$ cat src/rtl/vid_slew_ctrl.sv
module vid_slew_ctrl #(
  parameter int VID_W      = 6,
  parameter int SAMPLE_DIV = 16,
  parameter int STABLE_CNT = 3,
  parameter int STEP_DIV   = 9
) (
  input  logic             clk,
  input  logic             rst_n,
  input  logic [VID_W-1:0] vid_in,
  input  logic             mode_slew,
  output logic [VID_W-1:0] dac_code,
  output logic             busy
);
  localparam int SW = (SAMPLE_DIV > 1) ? $clog2(SAMPLE_DIV) : 1;
  localparam int TW = (STEP_DIV > 1) ? $clog2(STEP_DIV) : 1;
  localparam int RW = $clog2(STABLE_CNT + 1);

  logic [SW-1:0]    scnt;
  logic [TW-1:0]    stcnt;
  logic [RW-1:0]    run;
  logic [VID_W-1:0] cand;
  logic [VID_W-1:0] target;
  logic             valid;
  logic             samp_tick, step_tick, same, accept;

  assign samp_tick = (scnt == SW'(SAMPLE_DIV - 1));
  assign step_tick = samp_tick && (stcnt == TW'(STEP_DIV - 1));
  assign same      = (run != '0) && (vid_in == cand);
  assign accept    = samp_tick && same && (run == RW'(STABLE_CNT - 1));
  assign busy      = valid && (dac_code != target);

  always_ff @(posedge clk) begin
    if (!rst_n) begin
      scnt  <= '0;
      stcnt <= '0;
    end else begin
      scnt <= samp_tick ? '0 : scnt + 1'b1;
      if (samp_tick) stcnt <= step_tick ? '0 : stcnt + 1'b1;
    end
  end

  always_ff @(posedge clk) begin
    if (!rst_n) begin
      run  <= '0;
      cand <= '0;
    end else if (samp_tick) begin
      cand <= vid_in;
      if (!same)                         run <= RW'(1);
      else if (run != RW'(STABLE_CNT))   run <= run + 1'b1;
    end
  end

  always_ff @(posedge clk) begin
    if (!rst_n) begin
      target   <= '0;
      valid    <= 1'b0;
      dac_code <= '0;
    end else begin
      if (accept) begin
        target <= vid_in;
        valid  <= 1'b1;
      end
      if (accept && !valid)
        dac_code <= vid_in;
      else if (valid && !mode_slew)
        dac_code <= accept ? vid_in : target;
      else if (valid && step_tick && dac_code != target)
        dac_code <= (dac_code < target) ? dac_code + 1'b1 : dac_code - 1'b1;
    end
  end
endmodule

$ cat config.mk
export PLATFORM = sky130hd
export DESIGN_NAME = vid_slew_ctrl
export DESIGN_NICKNAME = d
export VERILOG_FILES = /design/src/rtl/vid_slew_ctrl.sv
export SDC_FILE = /design/constraint.sdc
export NUM_CORES = 1
export LEC_CHECK = 0
export BUFFER_PORTS_ARGS = -buffer_cell sky130_fd_sc_hd__buf_4
export CAP_MARGIN = 10
export CORE_MARGIN = 1
export CORE_UTILIZATION = 63
export DETAILED_ROUTE_END_ITERATION = 16
export PLACE_DENSITY = 0.87
export RECOVER_POWER = 25
export SYNTH_ARGS = -nofsm -noshare
export SYNTH_HDL_FRONTEND = slang
export SYNTH_SLANG_ARGS = --single-unit
$ cat constraint.sdc
create_clock -name clk -period 3.9 [get_ports clk]
set_input_delay 0.585 -clock clk [delete_from_list [all_inputs] [get_ports clk]]
set_output_delay 0.585 -clock clk [all_outputs]
set_load 0.03 [all_outputs]
==> flow_summary.html <==
<table>
<tr><th>Metric</th><th>Value</th></tr>
<tr><th colspan="2">Power and ir drop</th></tr>
<tr><td>Peak supply drop</td><td>0.0003240 V</td></tr>
<tr><td>Leak Pwr</td><td>0.7352 nW</td></tr>
<tr><td>Power per cell area</td><td>314.2 nW/um2</td></tr>
<tr><td>Post-route total power</td><td>0.0006023 W</td></tr>
<tr><th colspan="2">Timing</th></tr>
<tr><td>Ratio of final minimum period to clock period</td><td>0.7862</td></tr>
<tr><td>Shortest clock period the worst path allows after layout</td><td>3066 ps</td></tr>
<tr><td>RSZ-0062 raised after global routing</td><td>no</td></tr>
<tr><td>Number of setup violations in the final report</td><td>0</td></tr>
<tr><td>Number of pins with negative max-slew slack in the final report</td><td>0</td></tr>
<tr><td>Final hold violations</td><td>0</td></tr>
<tr><td>Highest achievable clock rate</td><td>0.3261 GHz</td></tr>
<tr><td>Relative max-transition margin</td><td>0.3761</td></tr>
<tr><td>Transition time at the pin with the least slew margin</td><td>928.1 ps</td></tr>
<tr><td>Setup TNS after final layout</td><td>0 ps</td></tr>
<tr><td>Post-Route Skew</td><td>7.521 ps</td></tr>
<tr><th colspan="2">Clock network</th></tr>
<tr><td>Clock slew at the register clock pins of the worst setup and hold paths</td><td>90 ps</td></tr>
<tr><td>Number of resized instances in the post-cts repair step</td><td>0</td></tr>
<tr><td>Clk Latency, worst-skew pair</td><td>330 ps</td></tr>
<tr><td>CTS buffer count</td><td>5</td></tr>
<tr><td>Total of hold buffers inserted after clock tree synthesis</td><td>0</td></tr>
<tr><td>CTS H-Tree Depth</td><td>2</td></tr>
<tr><td>Clock tree root buffer cell</td><td>clkbuf_4</td></tr>
<tr><td>Number of buffers added for setup after CTS</td><td>0</td></tr>
<tr><td>CTS tree</td><td>built</td></tr>
<tr><td>Clock Sink Count</td><td>29</td></tr>
<tr><td>Maximum buffer depth of the clock tree</td><td>2</td></tr>
<tr><th colspan="2">Global route</th></tr>
<tr><td>All-layer global routing usage</td><td>0.2810</td></tr>
<tr><td>Pin count of the biggest net entering global routing</td><td>31</td></tr>
<tr><td>Number of global-route vias before repair</td><td>1467</td></tr>
<tr><td>Aggregate global routing overflow</td><td>0</td></tr>
<tr><td>Initial antenna violation count</td><td>0</td></tr>
<tr><td>Wire length of the first global-routing pass</td><td>6.762 mm</td></tr>
<tr><th colspan="2">Yosys</th></tr>
<tr><td>Fraction of registers with async set/reset</td><td>0</td></tr>
<tr><td>Synth Register Bits</td><td>29</td></tr>
<tr><td>Cell area after synthesis</td><td>1784 um2</td></tr>
<tr><td>Top area cells in the synthesized netlist</td><td>dfxtp_1 33%, ha_1 11%, nand2_1 7.6%</td></tr>
<tr><td>Count of different cell masters after synthesis</td><td>46</td></tr>
<tr><td>Yosys top cell area share</td><td>0.3254</td></tr>
<tr><td>Synth warnings</td><td>0</td></tr>
<tr><td>Count of flip-flops with a built-in enable after synthesis</td><td>0</td></tr>
<tr><td>Fraction of the yosys area taken by sequential cells</td><td>0.3254</td></tr>
<tr><td>Number of standard cells after synthesis</td><td>216</td></tr>
<tr><td>Net count of the mapped netlist</td><td>242</td></tr>
<tr><td>Mean area per synthesized cell</td><td>8.260 um2</td></tr>
<tr><td>Leading register cell type out of synthesis</td><td>dfxtp_1</td></tr>
<tr><td>Yosys top cell by area</td><td>dfxtp_1</td></tr>
<tr><th colspan="2">Route</th></tr>
<tr><td>Wirelength, routed</td><td>3.921 mm</td></tr>
<tr><td>Detailed-route vias per instance</td><td>6.043</td></tr>
<tr><td>Wire length per cell</td><td>15.20 um</td></tr>
<tr><td>DR DRC count</td><td>0</td></tr>
<tr><td>Number of detailed-route iterations in the first pass</td><td>4</td></tr>
<tr><td>Number of routed nets with antenna violations</td><td>0</td></tr>
<tr><td>Via Count</td><td>1559</td></tr>
<tr><td>Initial detailed-routing violation count</td><td>52</td></tr>
<tr><th colspan="2">Min path</th></tr>
<tr><td>Path type of the worst min-delay path</td><td>reg -&gt; reg</td></tr>
<tr><th colspan="2">Place</th></tr>
<tr><td>Instance area after placement</td><td>1886 um2</td></tr>
<tr><td>Placer's final routability congestion estimate</td><td>0.8949</td></tr>
<tr><td>Post-detailed-placement half-perimeter wirelength</td><td>2.863 mm</td></tr>
<tr><td>Count of input and output buffers</td><td>15</td></tr>
<tr><th colspan="2">Worst setup path</th></tr>
<tr><td>Critical path start-end classification</td><td>reg -&gt; reg</td></tr>
<tr><td>Worst endpoint data arrival time</td><td>3280 ps</td></tr>
<tr><td>Slowest stage cell, crit path</td><td>o21ai_0</td></tr>
<tr><td>Worst path cell trace</td><td>inv_1 -&gt; ha_1 -&gt; inv_1 -&gt; a21o_1 -&gt; a21oi_1 -&gt; o21ai_0 -&gt; ha_1 -&gt; a211oi_1 -&gt; o21bai_1 -&gt; a21oi_1 -&gt; xnor2_1 -&gt; xnor2_1 -&gt; o22ai_1</td></tr>
<tr><td>Worst stage delay on the critical path</td><td>620 ps</td></tr>
<tr><td>Worst path top cell family by delay</td><td>compound AO/OA/AOI/OAI gates</td></tr>
<tr><td>WP buf/inv</td><td>2</td></tr>
<tr><td>Worst-path maximum fanout</td><td>6</td></tr>
<tr><td>Sort of element at the start of the critical path</td><td>register</td></tr>
<tr><td>CP Capture Type</td><td>register</td></tr>
<tr><td>Required time at the worst-slack endpoint</td><td>4110 ps</td></tr>
<tr><th colspan="2">Cells and area</th></tr>
<tr><td>Layout cells sized above 1</td><td>0.1053</td></tr>
<tr><td>Area added between synthesis and finish</td><td>7.433%</td></tr>
<tr><td>Number of nets at the end of the flow</td><td>255</td></tr>
<tr><td>Fill count</td><td>212</td></tr>
<tr><td>Total non-filler cell area in the finished layout</td><td>1917 um2</td></tr>
<tr><td>Antenna diodes</td><td>0</td></tr>
<tr><th colspan="2">Run</th></tr>
<tr><td>Maximum capacitance violations</td><td>0</td></tr>
<tr><th colspan="2">Die</th></tr>
<tr><td>Starting Density</td><td>0.6949</td></tr>
<tr><td>Vertical die dimension</td><td>55.22 um</td></tr>
<tr><td>Area of the die</td><td>3049 um2</td></tr>
<tr><td>Number of rows in the core area</td><td>18</td></tr>
<tr><td>Number of ports placed on the die boundary</td><td>16</td></tr>
<tr><td>Area of the core</td><td>2567 um2</td></tr>
<tr><td>X dimension of the die</td><td>55.22 um</td></tr>
<tr><th colspan="2">Outcome</th></tr>
<tr><td>Run status</td><td>finished, final reports clean</td></tr>
</table>
metal layers:
metal,global-route usage,wire (um),vias up
met5,0,0,-
met4,0.09286,64,0
met3,0.07494,282,8
met2,0.4630,1911,59
met1,0.3560,1663,716
li1,-,-,776
worst reg2reg max path, delay by kind of cell (launching register included):
kind / cells / cell delay (ps)
xor+xnor: 2 / 330
fa+ha+maj: 2 / 590
compound gates: 7 / 1420
flops: 1 / 460
buf+inv: 2 / 160
placed cells by master, fill, tap and decap left out, types with 3 or more instances in the layout:
master / netlist / routed
inv_1: 14 / 14
a21oi_1: 10 / 10
xor2_1: 3 / 3
clkbuf_4: 0 / 5
and2_1: 5 / 3
nor3_1: 5 / 5
a21o_1: 4 / 4
o21ai_0: 12 / 12
nor2_1: 7 / 7
nand2_1: 36 / 36
buf_4: 1 / 12
dfxtp_1: 29 / 29
nand3_1: 6 / 6
xnor2_1: 9 / 9
a21boi_0: 14 / 14
clkbuf_1: 4 / 3
ha_1: 16 / 16
through the flow:
stage	hold WS [ps]	util	cells	setup WS, ps
final	478.6	0.7466	258	833.8
after CTS	484.2	0.7510	258	816.9
after global routing	499.1	0.7466	258	535.3
after floorplan	429.6	-	216	979.2
after global placement	440.4	0.7344	252	1048
after detailed placement	470.7	0.7344	252	857.2
final cells by class:
class,count,area (um2),share of cell area
Clock inverter,1,5.005,0.002611
Clock buffer,5,37.54,0.01958
Timing Repair Buffer,15,101.3,0.05287
Multi-Input combinational cell,164,1102,0.5751
Inverter,14,52.55,0.02742
Sequential cell,29,580.6,0.3029
Tap cell,30,37.54,0.01958
where the power goes:
group | leakage [nW] | switching, W | internal (W)
Clock | 0.0269 | 0.000101 | 0.0000624
Combinational | 0.474 | 0.0000696 | 0.0000554
Sequential | 0.234 | 0.0000111 | 0.000303
Total | 0.735 | 0.000182 | 0.000420
synth_stat cells (all sizes together) (2+ instances only):
master / count
xnor2: 9
o22ai: 2
a22oi: 2
nand2: 36
o31ai: 2
a211oi: 2
buf: 5
nor4: 3
a21o: 4
xor2: 3
and3: 2
nor3: 5
a21oi: 10
clkbuf: 4
o211ai: 2
inv: 14
ha: 16
a21boi: 14
dfxtp: 29
nand3: 6
o21ai: 15
nand4: 2
and2: 5
a31oi: 2
nor2: 8
registers in the layout, summed over array words and instances, names as in the netlist:
register	flops
scnt	4
target	6
dac_code	6
cand	6
stcnt	4
valid	1
run	2
final timing paths:
kind | start | to | slack (ps) | cells after the start
min | scnt[0] | scnt[0] | 480 | 1
max reg2reg | dac_code[0] | dac_code[5] | 830 | 13
max | dac_code[0] | dac_code[5] | 830 | 13
min reg2reg | scnt[0] | scnt[0] | 480 | 1
cell families after synthesis:
logic type                 synth area share
and+or+nand+nor                      0.1922
AOI/OAI and AO/OA                    0.2370
DFF                                  0.3254
buffers and inverters               0.05680
adders and majority gates            0.1234
xor gates and xnor gates            0.05891
muxes                              0.006311
(Power assumes the default switching activity.)
